--- config.mk ---
export PLATFORM = sky130hd
export DESIGN_NAME = simt_mask_ctrl
export DESIGN_NICKNAME = d
export VERILOG_FILES = /design/src/rtl/simt_div_pkg.sv /design/src/rtl/lane_tail_mask.sv /design/src/rtl/br_classify.sv /design/src/rtl/div_stack.sv /design/src/rtl/simt_mask_ctrl.sv
export SDC_FILE = /design/constraint.sdc
export NUM_CORES = 1
export LEC_CHECK = 0
export CORE_MARGIN = 10
export CORE_UTILIZATION = 50
export DETAILED_ROUTE_END_ITERATION = 10
export PLACE_DENSITY = 0.68
export REMOVE_ABC_BUFFERS = 1
export SLEW_MARGIN = 25
export SYNTH_ARGS = -nofsm -noshare
export SYNTH_HDL_FRONTEND = slang
export SYNTH_HIERARCHICAL = 1
export SYNTH_SLANG_ARGS = --single-unit
--- constraint.sdc ---
create_clock -name clk -period 13.35 [get_ports clk]
set_input_delay 1.335 -clock clk [delete_from_list [all_inputs] [get_ports clk]]
set_output_delay 1.335 -clock clk [all_outputs]
set_load 0.01 [all_outputs]
--- src/rtl/simt_div_pkg.sv ---
package simt_div_pkg;
  typedef enum logic [1:0] {
    BK_FALL  = 2'd0,
    BK_TAKE  = 2'd1,
    BK_SPLIT = 2'd2
  } br_kind_e;
endpackage

--- src/rtl/lane_tail_mask.sv ---
module lane_tail_mask #(
  parameter int LANES = 32,
  localparam int LC_W = $clog2(LANES + 1)
) (
  input  logic [LC_W-1:0]  count,
  output logic [LANES-1:0] mask
);
  for (genvar i = 0; i < LANES; i++) begin : g_lane
    assign mask[i] = (count > LC_W'(i));
  end
endmodule

--- src/rtl/br_classify.sv ---
module br_classify
  import simt_div_pkg::*;
#(
  parameter int LANES = 32
) (
  input  logic [LANES-1:0] pred,
  input  logic [LANES-1:0] mask,
  output br_kind_e         kind,
  output logic [LANES-1:0] take_mask,
  output logic [LANES-1:0] rest_mask
);
  always_comb begin
    take_mask = pred & mask;
    rest_mask = ~pred & mask;
    if (take_mask == '0)      kind = BK_FALL;
    else if (rest_mask == '0) kind = BK_TAKE;
    else                      kind = BK_SPLIT;
  end
endmodule

--- src/rtl/div_stack.sv ---
module div_stack #(
  parameter int W     = 8,
  parameter int DEPTH = 8,
  localparam int AW   = $clog2(DEPTH),
  localparam int SW   = $clog2(DEPTH + 1)
) (
  input  logic          clk,
  input  logic          rst,
  input  logic          clr,
  input  logic          push,
  input  logic          upd,
  input  logic          pop,
  input  logic [W-1:0]  wdata,
  output logic [W-1:0]  top_data,
  output logic [SW-1:0] depth,
  output logic          full,
  output logic          empty
);
  logic [W-1:0]  mem [DEPTH];
  logic [AW-1:0] top_idx;
  logic [AW-1:0] waddr;

  assign top_idx  = AW'(depth - 1'b1);
  assign waddr    = push ? AW'(depth) : top_idx;
  assign top_data = mem[top_idx];
  assign full     = (depth == SW'(DEPTH));
  assign empty    = (depth == '0);

  always_ff @(posedge clk) begin
    if (push || upd) mem[waddr] <= wdata;
  end

  always_ff @(posedge clk) begin
    if (rst || clr)    depth <= '0;
    else if (push)     depth <= depth + 1'b1;
    else if (pop)      depth <= depth - 1'b1;
  end
endmodule

--- src/rtl/simt_mask_ctrl.sv ---
module simt_mask_ctrl
  import simt_div_pkg::*;
#(
  parameter int LANES = 32,
  parameter int PC_W  = 16,
  parameter int DEPTH = 8,
  parameter int ISS_W = 16
) (
  input  logic                       clk,
  input  logic                       rst,
  input  logic                       launch,
  input  logic [PC_W-1:0]            launch_pc,
  input  logic [$clog2(LANES+1)-1:0] launch_lanes,
  input  logic                       br_valid,
  input  logic [LANES-1:0]           br_pred,
  input  logic [PC_W-1:0]            br_target,
  input  logic [PC_W-1:0]            br_fall,
  input  logic [PC_W-1:0]            br_reconv,
  input  logic                       adv,
  input  logic [PC_W-1:0]            adv_pc,
  output logic [PC_W-1:0]            cur_pc,
  output logic [LANES-1:0]           act_mask,
  output logic                       ovf_err,
  output logic [ISS_W-1:0]           issue_cnt
);
  localparam int SW = $clog2(DEPTH + 1);

  typedef struct packed {
    logic [PC_W-1:0]  rcv;
    logic [PC_W-1:0]  alt_pc;
    logic [LANES-1:0] alt_mask;
    logic [LANES-1:0] home_mask;
    logic             second;
  } ent_t;
  localparam int EW = $bits(ent_t);

  logic [LANES-1:0] tail_mask, take_mask, rest_mask;
  br_kind_e         kind;
  ent_t             top_ent, wr_ent;
  logic [EW-1:0]    top_raw;
  logic [SW-1:0]    stk_depth;
  logic             stk_full, stk_empty;
  logic             do_br, do_adv, hit, push, upd, pop;

  lane_tail_mask #(.LANES(LANES)) u_tail (
    .count(launch_lanes), .mask(tail_mask)
  );

  br_classify #(.LANES(LANES)) u_cls (
    .pred(br_pred), .mask(act_mask), .kind(kind),
    .take_mask(take_mask), .rest_mask(rest_mask)
  );

  assign top_ent = ent_t'(top_raw);
  assign do_br   = !launch && br_valid;
  assign do_adv  = !launch && !br_valid && adv;
  assign hit     = !stk_empty && (adv_pc == top_ent.rcv);
  assign push    = do_br && (kind == BK_SPLIT) && !stk_full;
  assign upd     = do_adv && hit && !top_ent.second;
  assign pop     = do_adv && hit && top_ent.second;

  always_comb begin
    if (push) begin
      wr_ent.rcv       = br_reconv;
      wr_ent.alt_pc    = br_fall;
      wr_ent.alt_mask  = rest_mask;
      wr_ent.home_mask = act_mask;
      wr_ent.second    = 1'b0;
    end else begin
      wr_ent        = top_ent;
      wr_ent.second = 1'b1;
    end
  end

  div_stack #(.W(EW), .DEPTH(DEPTH)) u_stk (
    .clk(clk), .rst(rst), .clr(launch),
    .push(push), .upd(upd), .pop(pop),
    .wdata(wr_ent), .top_data(top_raw),
    .depth(stk_depth), .full(stk_full), .empty(stk_empty)
  );

  always_ff @(posedge clk) begin
    if (rst) begin
      cur_pc    <= '0;
      act_mask  <= '0;
      ovf_err   <= 1'b0;
      issue_cnt <= '0;
    end else if (launch) begin
      cur_pc    <= launch_pc;
      act_mask  <= tail_mask;
      issue_cnt <= '0;
    end else if (do_br) begin
      issue_cnt <= issue_cnt + 1'b1;
      case (kind)
        BK_FALL: cur_pc <= br_fall;
        BK_TAKE: cur_pc <= br_target;
        default: begin
          if (stk_full) begin
            ovf_err <= 1'b1;
          end else begin
            cur_pc   <= br_target;
            act_mask <= take_mask;
          end
        end
      endcase
    end else if (do_adv) begin
      issue_cnt <= issue_cnt + 1'b1;
      if (upd) begin
        cur_pc   <= top_ent.alt_pc;
        act_mask <= top_ent.alt_mask;
      end else if (pop) begin
        cur_pc   <= adv_pc;
        act_mask <= top_ent.home_mask;
      end else begin
        cur_pc   <= adv_pc;
      end
    end
  end
endmodule

---- Word-level counts from Yosys, hierarchy flattened ----
Memories as Yosys holds them, arrays and structs flattened.
Index checks and enable logic that the tools add are counted.
word-level totals
  bits in writable memories ............... 776
  word-level logic and storage cells ...... 105
  memories ................................ 1
  input port bits ......................... 123
  flip-flop bits (word level) ............. 69
  output and inout bits ................... 65
operators by class
  add/subtract/negate cells ............... 3
  reductions and logical operators ........ 29
  order comparisons ....................... 32
  bitwise operators ....................... 5
  eq/ne operators ......................... 7
  muxes and demuxes ....................... 23
memories
  memory     words  bits a word  rd ports  clocked after Yosys merged registers in  wr ports  RTL line         RTL
  u_stk.mem  8      97           1         0                                        1         div_stack.sv:19  logic [W-1:0] mem [DEPTH];
operator list
  kind                   number
  $mux 32                7
  $mux 16                7
  $mux 97                1
  $gt 6x5->1 const B     16
  $and 32x32->32         2
  $logic_not 32->1       2
  $gt 6x4->1 const B     8
  $not 32->32            1
  $pmux 16 s2            1
  $gt 6x3->1 const B     4
  $add 16x1->16 const B  1
  $eq 16x16->1           1
  $gt 6x1->1 const B     2
  $gt 6x2->1 const B     2
  $logic_and 1x1->1      9
  $mux 4                 2
  $reduce_and 4->1       2
  $ne 3x3->1 const B     2
  $logic_not 1->1        5
  $ne 5x3->1 const B     1
  $add 4x1->4 const B    1
  $eq 4x4->1 const B     1
  $logic_not 4->1        1
  $mux 2                 2
  other kinds (13)       18

---- Depth between registers and ports, before layout ----
Gate-level depths: netlist of run 1.
  word-level depth ........................ 11
  gate-level depth with buffers ........... 19
  depth with buffers taken out ............ 13

---- Modules after synthesis ----
The synthesis of run 1 kept the hierarchy.
modules (own cells, without submodules)
  module          instances  area each (um^2)  sequential area each (um^2)  cells each
  div_stack       1          29534.6           23382.4                      1172
  simt_mask_ctrl  1          5542.8            1301.2                       829
  br_classify     1          579.3             0.0                          89
  lane_tail_mask  1          327.8             0.0                          61

---- Least setup slack after synthesis of run 1 ----
Ideal clock, no wire load.
  kind .................................... input port to flip-flop
  start point ............................. input port br_pred[26]
  end point ............................... memory u_stk/mem[4][0] (netlist bit), enable pin
  arrival time ............................ 11.112 ns
  setup slack ............................. 1.566 ns
  path buffers ............................ 2
  data required time ...................... 12.678 ns
  cell stages on the path ................. 14
  setup time .............................. 0.672 ns
  path through ............................ and2_4 -> or4_1 -> or4_1 -> or4_1 -> nor3b_1 -> nor2_1 -> nand2_1 -> inv_2 -> clkbuf_1 -> clkbuf_1 -> inv_1 -> ha_1 -> inv_1 -> nor3_1
between the ends
  word-level cells in the longest chain between the ends .. 11
ends and longest elaborated chain
  item                                RTL line              RTL
  start: declaration                  simt_mask_ctrl.sv:15  input logic [LANES-1:0] br_pred,
  $not 32->32                         br_classify.sv:14     rest_mask = ~pred & mask;
  $and 32x32->32                      br_classify.sv:14
  $logic_not 32->1                    br_classify.sv:16     else if (rest_mask == '0) kind = BK_TAKE;
  $mux 2                              br_classify.sv:16
  $mux 2 (*)                          br_classify.sv:15     if (take_mask == '0) kind = BK_FALL;
  via kind[0]                         simt_mask_ctrl.sv:38  br_kind_e kind;
  $eq 2x2->1 (*)                      simt_mask_ctrl.sv:58  assign push = do_br && (kind == BK_SPLIT) && !stk_full;
  $logic_and 1x1->1 (*) (2 in a row)  simt_mask_ctrl.sv:58
  via push                            simt_mask_ctrl.sv:43  logic do_br, do_adv, hit, push, upd, pop;
  $logic_or 1x1->1                    div_stack.sv:30       if (push || upd) mem[waddr] <= wdata;
  $mux 1                              div_stack.sv:30
  $mux 1 (implied by the code)        div_stack.sv:30
  end: declaration                    div_stack.sv:19
Mark *: on every way through the listed nets, which the timed path passes. The rest lies on a longest branch.

---- Worst setup path after layout of run 1 ----
  start point ............................. input port br_pred[4]
  end point ............................... memory u_stk/mem[4][10] (netlist bit), enable pin
RTL lines
  item                                RTL line              RTL
  $and 32x32->32 (*)                  br_classify.sv:13     take_mask = pred & mask;
  via take_mask[4]                    simt_mask_ctrl.sv:37  logic [LANES-1:0] tail_mask, take_mask, rest_mask;
  $logic_not 32->1 (*)                br_classify.sv:15
  $mux 2 (*)                          br_classify.sv:15
  via kind[0]                         simt_mask_ctrl.sv:38
  $eq 2x2->1 (*)                      simt_mask_ctrl.sv:58
  $logic_and 1x1->1 (*) (2 in a row)  simt_mask_ctrl.sv:58
  $logic_or 1x1->1                    div_stack.sv:30
  $mux 1                              div_stack.sv:30
  $mux 1 (implied by the code)        div_stack.sv:30
Marks and branches as above.

==> results of run 1 <==
-- power groups by stage --
stage,clock (mW),combinational (mW),sequential (mW)
final,2.45,0.486,3.02
after CTS,2.48,0.484,3.02
after global placement,0,0.468,3.08
after floorplan,0,0.290,3.09
after global routing,2.59,0.520,3.02
after detailed placement,0,0.482,3.08
-- synthesized netlist by cell type, drive strengths merged, types with 2 or more instances --
library cell    n
nor3           16
o21ai          15
or2             7
xor2           20
mux4          194
or3             4
nand2         355
and3            5
nor2           73
and2           33
a31oi          34
inv            14
ha              5
clkbuf         56
nand3          41
a21oi          36
buf            80
edfxtp        776
a221oi         17
xnor2          10
nand4          12
nor2b          35
or4             9
a311oi         46
nor4           12
o21bai         14
mux2          113
and2b           2
nor3b           2
dfxtp          69
nand2b          5
a22oi          30
-- final timing paths --
check                                    start  slack (ns)                to
worst max register to register  u_stk/depth[0]        6.42  u_stk/mem[1][94]
worst max-delay path                br_pred[4]        6.33  u_stk/mem[4][10]
worst min register to register  u_stk/depth[3]        0.50    u_stk/depth[3]
worst min-delay path            u_stk/depth[3]        0.50    u_stk/depth[3]
-- layer usage --
layer / routed length (um) / vias to the layer above / track usage (%)
met5: 18 / - / 0
met4: 2770 / 4 / 7.10
met3: 8770 / 185 / 5.48
met2: 45500 / 1000 / 36.4
met1: 36500 / 10700 / 29.5
li1: - / 8808 / -
-- registers in the layout, indices dropped and copies added, names as in the netlist --
name         count
u_stk/depth      4
act_mask        32
u_stk/mem      776
ovf_err          1
cur_pc          16
issue_cnt       16
-- cells by family (layout without fill, tap and decap cells) --
logic type                 Yosys count  in the layout  synth area share (%)
adders and majority gates            5              5                 0.174
muxes                              308            308                  15.7
buffers and inverters              150            405                  2.34
AOI/OAI and AO/OA                  198            198                  4.57
DFF                                845            845                  68.6
xor gates and xnor gates            30             30                 0.751
and+or+nand+nor                    615            615                  7.87
-- final cells by class --
type / count / area, um^2
clock buffers: 109 / 2340
flip-flops and latches: 845 / 24700
multi-input cells: 1156 / 10600
clock inverters: 53 / 547
fillers: 5396 / 29700
well taps: 950 / 1190
repair buffers: 229 / 2230
inverters: 14 / 55.1
-- critical path: cells and delay by family --
kind	cells	cell delay (ns)
adders and majority gates	1	0.45
buffers and inverters	6	2.49
and+or+nand+nor	8	2.91
-- through the flow --
stage	worst slack (ns)	hold slack [ns]
3_3_place_gp	5.79	0.474
4_1_cts	6.36	0.489
3_5_place_dp	5.76	0.481
2_1_floorplan	-8.61	0.453
6_report	6.33	0.499
5_1_grt	6.11	0.550
==> results_dict.tcl, run 1 <==
set metrics [dict create \
    status "finished, final reports clean" \
    core-area_um2 71400 \
    path_clk_slew_ns 0.06 \
    fin_area_um2 41600 \
    syn_inst 2151 \
    drc 0 \
    ctsResizeCount 0 \
    netlist.area_leader.share_pct 64.8 \
    rows 98 \
    ys_async_sr_fraction_pct 0 \
    p_sw_mw 1.35 \
    nNetsFinal 2461 \
    ys_seq_area_share_pct 68.6 \
    drtIter0Drc 2104 \
    htreeDepth 3 \
    post_drt_wl_per_cell_um 27.9 \
    maxSlewViolCount 0 \
    p_clk_share_pct 41.1 \
    tns_ns 0 \
    ios 188 \
    critPathMaxStageDelay_ns 0.68 \
    skew_ns 0.0235 \
    power_density_nw_per_um2 143 \
    cts_buffer_depth 3 \
    worstPathArrival_ns 7.28 \
    grt_first_pass_wirelength_mm 139 \
    cts_made_buffers 87 \
    p_sw_share_pct 22.6 \
    grt_setup_unrepaired "false" \
    post_cts_buffers 0 \
    grt_overflow 0 \
    die_w_um 288 \
    ys_types 61 \
    grt_max_degree 106 \
    die-area_um2 83100 \
    slowest_stage "buf_4" \
    maxSlewHeadroom_pct 26.8 \
    dp_cells 3193 \
    yosysWarnings 6 \
    drt-total-wl_mm 93.6 \
    synth_edf_count 776 \
    grt_pass1_vias 21500 \
    peakVddDrop_v 0.0000986 \
    final_common_cell "edfxtp_1" \
    end_kind "flip-flop" \
    power.total_mw 5.95 \
    syn_avg_cell_area_um2 16.7 \
    vias 20700 \
    cpMostUsedCell "or4_1" \
    dpl.hpwl_mm 54.1 \
    min_period_ns 7.02 \
    port_buffers 187 \
    hp-class "flip-flop to flip-flop" \
    insertedDiodeCount 0 \
    avgViaCountPerCell 6.16 \
    first_pass_iters 5 \
    path_class "primary input to flip-flop" \
    layout_common_cells "edfxtp_1 (776), nand2_1 (353), mux4_2 (194), clkdlybuf4s50_1 (185), mux2_2 (113)" \
    initial_core_util_pct 50.4 \
    p_leak_nw 13.4 \
    ctsHoldBuffers 0 \
    min_path_cells 2 \
    critPathRequiredTime_ns 13.61 \
    syn_to_final_growth_pct 15.7 \
    path_max_fanout 45 \
    ff2ff_path_depth 13 \
    clock_sinks 845 \
    final_util_pct 58.3 \
    final_layout_size_suffix_gt1_share_pct 23.7 \
    synth_area_um2 36000 \
    p_seq_share_pct 50.7 \
    worst_pin_slew_ns 1.10 \
    internal-power_mw 4.61 \
    yosysTopAreaCell "edfxtp_1" \
    fin_cells 3356 \
    combPwrFrac_pct 8.2 \
    drv_cap 0 \
    setup_viol 0 \
    clk_latency_ns 0.65 \
    ant_nets 0 \
    ys_ff_latch 845 \
    dominantRegCellSynth "edfxtp_1" \
    min_period_over_period_pct 52.6 \
    cts_root_buf "clkbuf_16" \
    fmax_ghz 0.142 \
    fp.dieH_um 288 \
    final-hold-violation-count 0 \
    synth_area_leaders "edfxtp_1 (65%), mux4_2 (12%), dfxtp_1 (3.8%), nand2_1 (3.7%), mux2_2 (3.5%)" \
    cp_cell_sequence "clkdlybuf4s50_1 > and2_1 > or4_1 > or4_1 > or4_1 > nor3b_1 > nor2_1 > nand2_4 > inv_4 > inv_1 > ha_1 > inv_1 > nor3_2 > buf_4 > buf_4" \
    grt_usage_pct 22.4 \
    postPlaceCellArea_um2 38700 \
    start_kind "primary input" \
    cts_tree "done" \
    place.gp.congestion 0.831 \
    antenna_found_initial 3 \
]
(Power assumes the default switching activity.)
==> inputs of run 2 (changes only) <==
==> constraint.sdc (replaced) <==
create_clock -name clk -period 6.7 [get_ports clk]
set_input_delay 0.67 -clock clk [delete_from_list [all_inputs] [get_ports clk]]
set_output_delay 0.67 -clock clk [all_outputs]
set_load 0.01 [all_outputs]
==> run 2 against run 1 <==
Compared with the run above: sequential share of layout area is 0.10 points lower; largest power group unchanged; clock power is 91% higher; register-to-register slack worse by 5.1 ns.
==> results_dict.tcl, run 2 (synthesis results as in run 1) <==
set metrics [dict create \
    cts_root_buf "clkbuf_16" \
    status "finished, final reports clean" \
    grt_usage_pct 21.9 \
    critPathRequiredTime_ns 7.01 \
    dpl.hpwl_mm 53.7 \
    min_period_ns 5.52 \
    clock_sinks 845 \
    grt_first_pass_wirelength_mm 137 \
    postPlaceCellArea_um2 38900 \
    worstPathArrival_ns 5.84 \
    drtIter0Drc 2151 \
    ff2ff_path_depth 13 \
    min_period_over_period_pct 82.5 \
    cp_cell_sequence "clkdlybuf4s50_1 > and2_1 > or4_1 > or4_1 > or4_1 > nor3b_1 > nor2_1 > nand2_4 > inv_4 > inv_1 > ha_1 > inv_1 > nor3_2 > buf_12" \
    port_buffers 187 \
    min_path_cells 2 \
    post_drt_wl_per_cell_um 27.2 \
    rows 98 \
    drt-total-wl_mm 91.4 \
    drv_cap 0 \
    grt_overflow 0 \
    reg_top3 "u_stk/mem: 776 flops, act_mask: 32 flops" \
    clk_latency_ns 0.64 \
    power_density_nw_per_um2 280 \
    tns_ns 0 \
    path_max_fanout 37 \
    fin_area_um2 41700 \
    worst_pin_slew_ns 1.07 \
    vias 20600 \
    final-hold-violation-count 0 \
    first_pass_iters 6 \
    ctsResizeCount 0 \
    syn_to_final_growth_pct 15.9 \
    htreeDepth 3 \
    insertedDiodeCount 0 \
    final_layout_size_suffix_gt1_share_pct 23.6 \
    final_util_pct 58.4 \
    wl_met1_mm 36.6 \
    initial_core_util_pct 50.4 \
    avgViaCountPerCell 6.12 \
    path_clk_slew_ns 0.06 \
    cpMostUsedCell "or4_1" \
    end_kind "flip-flop" \
    wl_met3_mm 7.43 \
    layout_common_cells "edfxtp_1 (776), nand2_1 (353), mux4_2 (194), clkdlybuf4s50_1 (185), mux2_2 (113)" \
    nNetsFinal 2466 \
    largest-register "u_stk/mem" \
    p_leak_nw 13.4 \
    reg2reg_from "act_mask[15]" \
    die_w_um 288 \
    critPathMaxStageDelay_ns 0.79 \
    maxSlewHeadroom_pct 28.7 \
    peakVddDrop_v 0.000201 \
    place.gp.congestion 0.809 \
    reg2reg_slack_ns 1.36 \
    drc 0 \
    die-area_um2 83100 \
    post_cts_buffers 0 \
    final_common_cell "edfxtp_1" \
    routed.top_layer "met5" \
    setup_viol 0 \
    largest_register_ffs 776 \
    grt_setup_unrepaired "false" \
    grt_pass1_vias 21500 \
    skew_ns 0.0309 \
    fp.dieH_um 288 \
    maxSlewViolCount 0 \
    start_kind "primary input" \
    grt_max_degree 84 \
    ctsHoldBuffers 0 \
    power.total_mw 11.7 \
    ant_nets 0 \
    wl_met2_mm 44.8 \
    hp-start "cur_pc[7]" \
    ios 188 \
    cts_buffer_depth 3 \
    path_class "primary input to flip-flop" \
    antenna_found_initial 1 \
    reg2reg_to "u_stk/mem[4][68]" \
    slowest_stage "nor3_2" \
    cts_made_buffers 86 \
    fmax_ghz 0.181 \
    core-area_um2 71400 \
    cts_tree "done" \
    hold_end "cur_pc[7]" \
    hp-class "flip-flop to flip-flop" \
]
## run 2: cell type report
| cell class | instances | area, um^2 |
|---|---|---|
| Timing Repair Buffer | 235 | 2450 |
| Sequential cell | 845 | 24700 |
| Clock inverter | 48 | 439 |
| Fill cell | 5416 | 29700 |
| Inverter | 14 | 55.1 |
| Tap cell | 950 | 1190 |
| Clock buffer | 110 | 2300 |
| Multi-Input combinational cell | 1156 | 10600 |
## run 2: power breakdown
part	total, mW	switching [mW]	internal, mW	leakage, nW
Sequential	6.01	0.0556	5.96	7.61
Clock	4.67	1.97	2.70	1.35
Combinational	0.973	0.587	0.385	4.47
Total	11.7	2.61	9.05	13.4
## run 2: routing by layer
metal	track usage, %	vias up
li1	-	8843
met1	28.9	10600
met2	36.1	944
met3	4.56	156
met4	7.07	2
met5	0	-
## run 2: worst max path at each step
stage / startpoint / depth (start not counted) / slack (ns) / end
detailed placement: br_pred[15] / 14 / 0.55 / u_stk/mem[4][84]
floorplan: u_stk/depth[0] / 10 / -15.26 / u_stk/mem[4][0]
global placement: br_pred[15] / 14 / 0.61 / u_stk/mem[4][78]
finish: br_pred[12] / 14 / 1.18 / u_stk/mem[4][68]
CTS: br_pred[15] / 14 / 1.18 / u_stk/mem[4][94]
global route: br_pred[15] / 14 / 1.05 / u_stk/mem[4][80]
## run 2: critical path, delay by kind of cell
family	cells	cell delay (ns)
and+or+nand+nor	8	3.19
buffers and inverters	5	1.48
adders and majority gates	1	0.44
## run 2: metrics by stage
stage | setup WS, ns | hold WS [ns] | std cells
after CTS | 1.18 | 0.502 | 3357
after global routing | 1.05 | 0.515 | 3358
after floorplan | -15.26 | 0.453 | 2015
after global placement | 0.606 | 0.472 | 3199
final | 1.18 | 0.500 | 3358
after detailed placement | 0.546 | 0.493 | 3199
